[src/rtl/instr_wait_seq.sv]
module instr_wait_seq #(
  parameter int DW_W = 3,
  parameter int IW_W = 2
) (
  input  logic                 clk,
  input  logic                 rst,
  input  logic [DW_W+IW_W-1:0] cfg_wait,
  input  logic [2:0]           ins_class,
  input  logic                 ins_fail,
  output logic                 ale_o,
  output logic                 store_o,
  output logic                 rd_o,
  output logic                 wr_o,
  output logic                 prefetch_o,
  output logic                 decode_o,
  output logic                 skip_o,
  output logic                 jump_o
);
  localparam int CNT_W = (DW_W > IW_W) ? DW_W : IW_W;
  localparam logic [2:0] CLS_STORE = 3'd1;
  localparam logic [2:0] CLS_READ  = 3'd2;
  localparam logic [2:0] CLS_WRITE = 3'd3;
  localparam logic [2:0] CLS_ABS   = 3'd4;

  typedef enum logic [2:0] {ST_START, ST_DECODE, ST_ADDR, ST_T2, ST_SKIP, ST_JUMP} st_t;
  typedef enum logic [2:0] {AC_NONE, AC_STORE, AC_READ, AC_WRITE, AC_ABS} act_t;

  st_t              st;
  act_t             act;
  logic [CNT_W-1:0] wcnt;
  logic             fail_q;

  logic [CNT_W-1:0] dw, iw, iw_m1, mem_w;
  logic             done;

  assign dw    = CNT_W'(cfg_wait[DW_W-1:0]);
  assign iw    = CNT_W'(cfg_wait[DW_W +: IW_W]);
  assign iw_m1 = iw - 1'b1;
  assign mem_w = (iw == '0) ? dw : ((dw > iw_m1) ? dw : iw_m1);
  assign done  = (st == ST_T2) && (wcnt == '0);

  assign decode_o   = (st == ST_DECODE);
  assign ale_o      = (st == ST_ADDR);
  assign skip_o     = (st == ST_SKIP);
  assign jump_o     = (st == ST_JUMP);
  assign prefetch_o = done;
  assign store_o    = done && (act == AC_STORE);
  assign rd_o       = done && (act == AC_READ);
  assign wr_o       = done && (act == AC_WRITE);

  always_ff @(posedge clk) begin
    if (rst) begin
      st     <= ST_START;
      act    <= AC_NONE;
      wcnt   <= '0;
      fail_q <= 1'b0;
    end else begin
      case (st)
        ST_START, ST_SKIP, ST_JUMP: begin
          wcnt <= iw;
          act  <= AC_NONE;
          st   <= ST_T2;
        end
        ST_DECODE: begin
          fail_q <= ins_fail;
          case (ins_class)
            CLS_READ:  begin act <= AC_READ;  st <= ST_ADDR; end
            CLS_WRITE: begin act <= AC_WRITE; st <= ST_ADDR; end
            CLS_STORE: begin act <= AC_STORE; wcnt <= iw; st <= ST_T2; end
            CLS_ABS:   begin act <= AC_ABS;   wcnt <= iw; st <= ST_T2; end
            default:   begin act <= AC_NONE;  wcnt <= iw; st <= ST_T2; end
          endcase
        end
        ST_ADDR: begin
          wcnt <= mem_w;
          st   <= ST_T2;
        end
        ST_T2: begin
          if (wcnt != '0) wcnt <= wcnt - 1'b1;
          else if (act == AC_ABS) st <= fail_q ? ST_SKIP : ST_JUMP;
          else st <= ST_DECODE;
        end
        default: st <= ST_START;
      endcase
    end
  end

  p_reset_start_r1: assert property (@(posedge clk)
    rst |=> (st == ST_START && wcnt == '0 && !prefetch_o && !decode_o));

  p_one_action_r5: assert property (@(posedge clk) disable iff (rst)
    $onehot0({store_o, rd_o, wr_o}));

  p_action_with_prefetch_r5: assert property (@(posedge clk) disable iff (rst)
    (store_o || rd_o || wr_o) |-> prefetch_o);

  p_ale_then_t2_r4: assert property (@(posedge clk) disable iff (rst)
    ale_o |=> (st == ST_T2 && !ale_o && wcnt == $past(mem_w)));

  p_prefetch_next_r6: assert property (@(posedge clk) disable iff (rst)
    prefetch_o |=> (decode_o || skip_o || jump_o));

  p_decode_single_r10: assert property (@(posedge clk) disable iff (rst)
    decode_o |=> !decode_o);

  p_countdown_r10: assert property (@(posedge clk) disable iff (rst)
    (st == ST_T2 && wcnt != '0) |=> (st == ST_T2 && wcnt == $past(wcnt) - 1'b1));
endmodule

[config.mk]
export PLATFORM = sky130hd
export DESIGN_NAME = instr_wait_seq
export DESIGN_NICKNAME = d
export VERILOG_FILES = /design/src/rtl/instr_wait_seq.sv
export SDC_FILE = /design/constraint.sdc
export NUM_CORES = 1
export LEC_CHECK = 0
export BUFFER_PORTS_ARGS = -buffer_cell sky130_fd_sc_hd__buf_2
export CORE_UTILIZATION = 32
export DETAILED_ROUTE_END_ITERATION = 16
export PLACE_DENSITY_LB_ADDON = 0.12
export SYNTH_ARGS = -nofsm -noshare
export SYNTH_HDL_FRONTEND = slang
export SYNTH_SLANG_ARGS = --single-unit
[constraint.sdc]
create_clock -name clk -period 2.6 [get_ports clk]
set_clock_uncertainty 0.1 [all_clocks]
set_input_delay 0 -clock clk [delete_from_list [all_inputs] [get_ports clk]]
set_output_delay 0 -clock clk [all_outputs]
set_load 0.02 [all_outputs]
==> results.cfg, run 1 <==
[logic_synthesis]
yosysWarnings = 0
synth-simple-area-share_pct = 29.1
synth_xor_area_share_pct = 0
synth_area_per_cell_um2 = 8.64
syn_nets = 100
seq_area_frac_synth_pct = 27.9
yosys.area_share.adder_pct = 10.5
synth_top_area_cell = dfxtp_1
synth-seq-cells = 10
syn-instance-count = 83
synth_compound_gate_area_share_pct = 23.6
synth_top_cell_area_share_pct = 27.9
synth_top_family_by_area = simple AND/OR/NAND/NOR gates
yosys-top-cells-area = dfxtp_1 28%, ha_1 10%, nor2_1 4.7%
netlist_area_um2 = 717
synth_cell_types = 33
synthMuxAreaShare_pct = 1.40

[die]
start_util_pct = 35.1
die_y_um = 49.3
die-area_um2 = 2430
core_region_area_um2 = 2040
ioPinCount = 19
rows = 16
die_x_um = 49.3

[final_layout]
final_core_util_pct = 48.3
fin_cells = 142
nets = 133
multi_input_area_um2 = 463
insertedDiodeCount = 0
area_delta_synth_final_pct = 37.7
nFillCells = 215
regArea_um2 = 200
drive_gt1_share_pct = 23.5

[place]
post-place-cells = 125
dp.final_hpwl_mm = 1.24
port_buffers = 18
gp_congestion = 0.770

[route]
first_iter_violations = 13
drt-total-wl_mm = 1.76
num_vias = 735
avgViaCountPerCell = 5.18
drt_first_pass_iters = 4
postRouteAntennaNets = 0
post-route-drc-count = 0
detail_route.wl_per_cell_um = 12.4

[clock_network]
cts_buffer_depth = 2
cts_tree = built
cts_inserted_buffers = 3
clkTransAtPathRegs_ps = 70
cts.sinks = 10
htreeDepth = 1
root_buffer = clkbuf_4
clk_latency_ps = 270

[critical_path]
criticalPathCategory = reg2reg
worst_ep_arrival_time_ps = 2380
reg2reg_from = st[1]$_SDFFE_PP0P_
slowest_delay_ps = 660
critPathMaxFanout = 13
worstSetupStartpointType = flip-flop
critPathTopFamily = simple AND/OR/NAND/NOR gates
required_ps = 2660
rrSetupSlack_ps = 280
r2r_end = wcnt[0]$_SDFFE_PP0P_
crit_chain = nand3b_1 -> or2_2 -> a21oi_1 -> a311oi_1 -> dlygate4sd3_1
r2r_cells = 5
worstSetupEndpointType = flip-flop
crit_buf_inv = 1
cp_slowest_cell = dfxtp_1

[hold_path]
hp-class = in2reg
min-delay-start = cfg_wait[2]
whs_endpoint = wcnt[2]$_SDFFE_PP0P_
hold_depth = 3

[pwr]
p_per_area_nw_per_um2 = 445
irDropWorstVdd_mv = 0.197
p_total_mw = 0.439
p_leak_nw = 0.462

[timing]
drv_slew = 0
slew-limit-headroom_pct = 65.0
finalSetupTns_ps = 0
hold_ws_ps = 44.6
timing.fmax_mhz = 431
worst_slew_pin_slew_ps = 519
period_share_pct = 89.2
period_needed_ps = 2320
rsz0062_at_grt = no
finalHoldViolCount = 0
setup_viol = 0

[global_route]
first_global_vias = 665
antenna_found_initial = 0
grt_overflow = 0
grt_max_degree = 14
grt_pass1_wl_mm = 2.91
track_usage_pct = 15.4

[run_status]
status = complete, no violations

[job]
maxCapViolCount = 0
==> how the worst max path moves through the flow <==
stage,slack (ps),to,cells past startpoint,start
floorplan,860,fail_q$_SDFFE_PP0P_,4,st[1]$_SDFFE_PP0P_
global placement,780,wcnt[2]$_SDFFE_PP0P_,8,cfg_wait[3]
detailed placement,780,wcnt[1]$_SDFFE_PP0P_,8,cfg_wait[3]
CTS,280,wcnt[1]$_SDFFE_PP0P_,5,st[1]$_SDFFE_PP0P_
global route,110,wcnt[1]$_SDFFE_PP0P_,8,cfg_wait[1]
finish,280,wcnt[0]$_SDFFE_PP0P_,5,st[1]$_SDFFE_PP0P_
==> sequential cells by signal, summed over array words and instances (netlist names) <==
register / count
act: 3
fail_q: 1
st: 3
wcnt: 3
==> area by class of cell <==
class	instances	area share (%)
multi-input cells	61	46.9
repair buffers	31	22.3
flip-flops and latches	10	20.3
clock buffers	4	3.68
inverters	9	3.42
well taps	27	3.42
==> where the power goes <==
group | switching (mW) | internal, mW | leakage, nW
combinational | 0.0612 | 0.0564 | 0.359
clock | 0.0600 | 0.0850 | 0.0210
sequential | 0.0135 | 0.163 | 0.0822
total | 0.135 | 0.304 | 0.462
==> repair_timing <==
action,CTS,global route
resized for setup,0,0
buffers inserted,0,0
endpoints found under the hold margin,9,0
hold buffers,13,0
==> per-layer routing <==
layer | GRT usage, % | share of wire [%]
met5 | 0 | 0
met3 | 3.74 | 3.8
met1 | 20.5 | 50
met4 | 4.41 | 1.2
met2 | 24.4 | 45
==> cells by family (layout without fill, tap and decap cells) <==
group / after synthesis / after routing
adders and majority gates: 6 / 6
AOI/OAI and AO/OA: 22 / 22
muxes: 1 / 1
DFF: 10 / 10
and+or+nand+nor: 32 / 32
buffers and inverters: 12 / 44
==> worst reg2reg max path: cells and delay by family, from the launching register on <==
kind                   cells  cell delay, ps
AO/OA/AOI/OAI              2             200
flip-flops                 1             660
buffers and inverters      1             560
AND/OR/NAND/NOR            2             680
==> per-stage QoR <==
step                      setup WS (ps)  instance area (µm²)
after floorplan                     861                  717
after global placement              782                  821
after detailed placement            777                  821
after CTS                           284                  987
after global routing                109                  987
final                               282                  987
==> cells in the final DEF, fill, tap and decap left out, drive strengths merged, types with 2 or more instances in the layout <==
master | synthesis | layout
buf | 2 | 18
dlygate4sd3 | 0 | 13
dfxtp | 10 | 10
nor2 | 9 | 9
inv | 8 | 8
ha | 6 | 6
nor3 | 4 | 4
a22oi | 4 | 4
a21oi | 4 | 4
clkbuf | 1 | 4
nor3b | 3 | 3
and3b | 3 | 3
nand4 | 3 | 3
a211oi | 3 | 3
o21ai | 2 | 2
a41oi | 2 | 2
a211o | 2 | 2
a311oi | 2 | 2
nand2b | 2 | 2
or2 | 2 | 2
==> synthesized netlist by cell type <==
library cell and count:
nor3b_1 3, and3_1 1, o21ai_0 2, nand2b_4 1, nor2_1 9, a41oi_1 2, inv_1 8, mux2i_1 1
a22o_1 1, clkinv_1 1, nand3b_1 1, ha_1 6, a32oi_1 1, or2_4 1, o41ai_2 1, and3b_1 3
nor4b_4 1, dfxtp_1 10, nand2b_1 1, or2_2 1, a22oi_1 4, buf_2 1, a211oi_1 3, nor3_1 4
a21oi_1 4, nor2b_1 1, clkbuf_1 1, nand2_1 1, nand3_1 1, a211o_1 2, a311oi_1 2, buf_6 1
nand4_1 3
Note: power is estimated with default switching activity, not from simulation.
==> run 2, diff against run 1 <==
--- a/config.mk
+++ b/config.mk
@@ -5,8 +5,10 @@
 export SDC_FILE = /design/constraint.sdc
 export NUM_CORES = 1
 export LEC_CHECK = 0
+export ABC_CLOCK_PERIOD_IN_PS = 2300
 export BUFFER_PORTS_ARGS = -buffer_cell sky130_fd_sc_hd__buf_2
 export CORE_UTILIZATION = 32
+export CTS_BUF_LIST = sky130_fd_sc_hd__clkbuf_8
 export DETAILED_ROUTE_END_ITERATION = 16
 export PLACE_DENSITY_LB_ADDON = 0.12
 export SYNTH_ARGS = -nofsm -noshare
==> constraint.sdc (replaced) <==
create_clock -name clk -period 2.3 [get_ports clk]
set_clock_uncertainty 0.1 [all_clocks]
set_input_delay 0 -clock clk [delete_from_list [all_inputs] [get_ports clk]]
set_output_delay 0 -clock clk [all_outputs]
set_load 0.02 [all_outputs]
==> run 2 against run 1 <==
Compared with the run above:
- register-to-register slack hardly changed
- worst hold slack better by 23 ps
- design area rose by 1.4%
- die area stayed put
- critical path depth rose by 4
- via count is 0.41% higher
- clock power up 58%
- utilization grew 0.67 points
- cell count decreased by 0.70%
- sequential share of layout area down 0.28 points
- critical endpoint is now wcnt[1]$_SDFFE_PP0P_
- highest routed layer unchanged
==> results.cfg, run 2 (synthesis gave the netlist of run 1 again) <==
[run_status]
status = complete, no violations

[route]
drt-total-wl_mm = 1.78
avgViaCountPerCell = 5.23
detail_route.wl_per_cell_um = 12.6
post-route-drc-count = 0
postRouteAntennaNets = 0
first_iter_violations = 32
drt_first_pass_iters = 4
num_vias = 738

[timing]
setup_viol = 0
finalHoldViolCount = 0
drv_slew = 0
timing.fmax_mhz = 468
hold_ws_ps = 67.6
finalSetupTns_ps = 0
slew-limit-headroom_pct = 64.8
rsz0062_at_grt = no
worst_slew_pin_slew_ps = 527
period_needed_ps = 2140
period_share_pct = 92.9

[clock_network]
cts.sinks = 10
htreeDepth = 1
cts_inserted_buffers = 3
post_cts_buffers = 0
clkTransAtPathRegs_ps = 50
cts_tree = built
cts_buffer_depth = 2
root_buffer = clkbuf_8
clk_latency_ps = 240

[critical_path]
critPathTopFamily = buffers and inverters
cp_slowest_cell = dlygate4sd3_1
worst_ep_arrival_time_ps = 2190
worstSetupStartpointType = input pin
critPathMaxFanout = 5
criticalPathCategory = in2reg
crit_buf_inv = 4
worstSetupEndpointType = flip-flop
required_ps = 2350
slowest_delay_ps = 520
crit_chain = dlygate4sd3_1 -> buf_2 -> inv_1 -> ha_1 -> inv_1 -> ha_1 -> a41oi_1 -> nand4_1 -> a311oi_1

[place]
dp.final_hpwl_mm = 1.24
port_buffers = 18
place_area_um2 = 821
gp_congestion = 0.770
post-place-cells = 125

[global_route]
first_global_vias = 640
track_usage_pct = 15.4
grt_pass1_wl_mm = 2.88
grt_max_degree = 14
antenna_found_initial = 0
grt_overflow = 0

[job]
maxCapViolCount = 0

[final_layout]
nFillCells = 205
area_delta_synth_final_pct = 39.6
stdcell_area_um2 = 1000
top_regs = act x3, st x3, wcnt x3
final_common_cell = buf_2
nets = 132
final_cell_mix = 18 x buf_2, 12 x dlygate4sd3_1, 10 x dfxtp_1, 9 x nor2_1, 8 x inv_1
insertedDiodeCount = 0
drive_gt1_share_pct = 24.6
fin_cells = 141

[die]
die_x_um = 49.3
rows = 16
ioPinCount = 19
start_util_pct = 35.1
die_y_um = 49.3
die-area_um2 = 2430
core_region_area_um2 = 2040

[hold_path]
hp-class = in2reg

[pwr]
p_leak_nw = 0.464
irDropWorstVdd_mv = 0.290
p_per_area_nw_per_um2 = 559
p_total_mw = 0.559
## run 2: changes by cell type in the layout (fill, tap and decap cells not counted), sizes merged
cell,before,now
dlygate4sd3,13,12
## run 2: cell type report
| type | count | area (µm²) | area share [%] |
|---|---|---|---|
| Tap cell | 27 | 33.8 | 3.38 |
| Multi-Input combinational cell | 61 | 468 | 46.8 |
| Inverter | 9 | 33.8 | 3.38 |
| Clock buffer | 4 | 55.1 | 5.50 |
| Sequential cell | 10 | 200 | 20.0 |
| Timing Repair Buffer | 30 | 210 | 21.0 |
## run 2: timing repair
item,4_1_cts,5_1_grt
resized for setup,0,2
endpoints found under the setup margin,0,3
hold buffers,12,0
hold endpoints to repair,7,0
## run 2: tightest hold or removal path, cell delays in order
cell	delay [ps]
buf_2	90
a211oi_1	70
a311oi_1	190
## run 2: stage by stage
stage               util (%)  setup slack, ps
global route            49.0            0.773
CTS                     48.8              167
floorplan                  -              561
detailed placement      40.2              477
finish                  49.0              163
global placement        40.2              482
## run 2: final timing paths
path,endpoint,cells past startpoint,slack [ps],startpoint
worst min register to register,st[2]$_SDFFE_PP0P_,2,430,act[2]$_SDFFE_PP0P_
worst min-delay path,wcnt[1]$_SDFFE_PP0P_,3,70,cfg_wait[4]
worst max-delay path,wcnt[1]$_SDFFE_PP0P_,9,160,cfg_wait[3]
worst max register to register,fail_q$_SDFFE_PP0P_,4,270,st[1]$_SDFFE_PP0P_
## run 2: report_power, final
part	switching, mW	total, mW	internal, mW
registers	0.0153	0.200	0.185
clock network	0.0779	0.229	0.151
logic	0.0694	0.130	0.0606
total	0.163	0.559	0.397
## run 2: per-layer routing
metal | vias up | share of wire [%] | GRT usage (%)
met4 | 0 | 1.0 | 5.88
li1 | 372 | - | -
met3 | 2 | 5.2 | 3.74
met2 | 25 | 44 | 23.1
met5 | - | 0 | 0
met1 | 339 | 50 | 21.0
==> run 3, diff against run 2 <==
--- a/config.mk
+++ b/config.mk
@@ -7,7 +7,7 @@
 export LEC_CHECK = 0
 export ABC_CLOCK_PERIOD_IN_PS = 2300
 export BUFFER_PORTS_ARGS = -buffer_cell sky130_fd_sc_hd__buf_2
-export CORE_UTILIZATION = 32
+export CORE_UTILIZATION = 50
 export CTS_BUF_LIST = sky130_fd_sc_hd__clkbuf_8
 export DETAILED_ROUTE_END_ITERATION = 16
 export PLACE_DENSITY_LB_ADDON = 0.12
==> run 3 against run 2 <==
Compared with the run above:
- sequential cell count stayed put
- clock power is 4% lower
- die area is 35% lower
- utilization is 26 points higher
- design area is 1.8% lower
- routed wire length is 2.4% lower
- via count is 2.2% lower
- non-clock buffer count is 1 lower
- maximum frequency is 1.7% lower
- setup slack worse by 37 ps
- critical path depth is 1 higher
- critical endpoint is now wcnt[0]$_SDFFE_PP0P_
- highest routed layer unchanged
==> results.cfg, run 3 (synthesis gave the netlist of run 1 again) <==
[run_status]
status = complete, no violations

[critical_path]
reg2reg_from = st[1]$_SDFFE_PP0P_
crit_buf_inv = 4
worstSetupEndpointType = flip-flop
r2r_cells = 4
crit_chain = dlygate4sd3_1 -> buf_2 -> inv_1 -> ha_1 -> inv_1 -> ha_1 -> nor3_2 -> a41oi_2 -> a211o_1 -> a311oi_1
worst_ep_arrival_time_ps = 2220
slowest_delay_ps = 530
criticalPathCategory = in2reg
cp-startpoint = cfg_wait[3]
critPathMaxFanout = 5
path_depth = 10
rrSetupSlack_ps = 340
worstSetupStartpointType = input pin
crit_end = wcnt[0]$_SDFFE_PP0P_
cp_slowest_cell = dlygate4sd3_1
critPathTopFamily = buffers and inverters
required_ps = 2350
r2r_end = fail_q$_SDFFE_PP0P_

[pwr]
p_leak_nw = 0.458
switchingPower_mw = 0.157
irDropWorstVdd_mv = 0.332
pwr-share-seq_pct = 36.1
p_int_mw = 0.398
switching_share_pct = 28.3
clockPowerShare_pct = 39.6
p_per_area_nw_per_um2 = 564
p_comb_share_pct = 24.3

[die]
die_x_um = 39.9
die_y_um = 39.9
rows = 13
start_util_pct = 54.4
core_region_area_um2 = 1320
die-area_um2 = 1590
ioPinCount = 19

[route]
num_vias = 722
drt-total-wl_mm = 1.74
first_iter_violations = 7
post-route-drc-count = 0
drt_first_pass_iters = 4
detail_route.wl_per_cell_um = 13.6
avgViaCountPerCell = 5.64
postRouteAntennaNets = 0

[timing]
fin_ws_ps = 125
timing.fmax_mhz = 460
setup_viol = 0
worst_slew_pin_slew_ps = 571
drv_slew = 0
period_needed_ps = 2170
hold_ws_ps = 59.8
finalHoldViolCount = 0
period_share_pct = 94.5
slew-limit-headroom_pct = 61.9

[place]
dp.final_hpwl_mm = 1.18
dp_slack_ps = 410
port_buffers = 18
gp_congestion = 0.815

[clock_network]
cts_inserted_buffers = 3
cts_tree = built
cts_buffer_depth = 2
root_buffer = clkbuf_8
clk_latency_ps = 240
htreeDepth = 1
post_cts_buffers = 0
clkTransAtPathRegs_ps = 50
cts.sinks = 10

[hold_path]
hp-class = in2reg

[final_layout]
top_regs = act x3, st x3, wcnt x3
nets = 131
final_core_util_pct = 74.6
drive_gt1_share_pct = 25.7
final_common_cell = buf_2
insertedDiodeCount = 0
nFillCells = 97
area_delta_synth_final_pct = 37.2
final_cell_mix = 18 x buf_2, 11 x dlygate4sd3_1, 10 x dfxtp_1, 9 x nor2_1, 8 x inv_1

[global_route]
first_global_vias = 606
grt_overflow = 0
track_usage_pct = 25.3
grt_pass1_wl_mm = 2.57
grt_max_degree = 14
antenna_found_initial = 0

[job]
maxCapViolCount = 0
-- run 3: cell types whose count changed in the layout (fill, tap and decap cells not counted) --
| cell | before | now |
|---|---|---|
| a41oi_1 | 2 | 1 |
| a41oi_2 | 0 | 1 |
| dlygate4sd3_1 | 12 | 11 |
-- run 3: worst register-to-register path, cell delays in order, from the launching register on --
cell and delay (ps):
dfxtp_1 480, nor3b_1 430, mux2i_1 230, nor2_1 50
dlygate4sd3_1 560
-- run 3: routing by layer --
metal / track usage (%) / wire length (µm) / vias up
li1: - / - / 374
met1: 31.2 / 830 / 327
met2: 39.1 / 819 / 17
met3: 8.52 / 63 / 4
met4: 10.3 / 21 / 0
met5: 0 / 0 / -
-- run 3: power by group through the flow --
stage,logic (mW),registers (mW),clock network [mW]
6_report,0.135,0.200,0.220
5_1_grt,0.150,0.202,0.232
4_1_cts,0.128,0.199,0.227
3_5_place_dp,0.115,0.203,0
3_3_place_gp,0.111,0.203,0
2_1_floorplan,0.0871,0.196,0
-- run 3: area by class of cell --
| class | count | area (µm²) | area share (%) |
|---|---|---|---|
| multi-input combinational | 61 | 475 | 48.3 |
| sequential | 10 | 200 | 20.4 |
| timing repair buffer | 29 | 200 | 20.4 |
| clock buffer | 4 | 55.1 | 5.60 |
| inverter | 9 | 33.8 | 3.44 |
| tap | 15 | 18.8 | 1.91 |
-- run 3: worst min path at each step --
stage	from	end	slack, ps	cells after the start
finish	cfg_wait[4]	wcnt[1]$_SDFFE_PP0P_	60	3
global route	cfg_wait[4]	wcnt[1]$_SDFFE_PP0P_	130	3
CTS	cfg_wait[4]	wcnt[1]$_SDFFE_PP0P_	60	3
detailed placement	ins_fail	fail_q$_SDFFE_PP0P_	160	3
global placement	ins_fail	fail_q$_SDFFE_PP0P_	140	3
floorplan	ins_class[0]	act[0]$_SDFFE_PP0P_	40	2
-- run 3: timing repair --
action	4_1_cts	5_1_grt
endpoints found under the setup margin	0	3
hold buffers	11	0
hold endpoints to repair	7	0
resized for setup	0	3
-- run 3: per-stage QoR --
step                cells  instance area, µm²  setup TNS, ps  total power, mW
floorplan              83                 717              0            0.283
global placement      113                 806              0            0.314
detailed placement    113                 806              0            0.318
CTS                   128                 971              0            0.555
global route          128                 983          -35.8            0.583
finish                128                 983              0            0.555
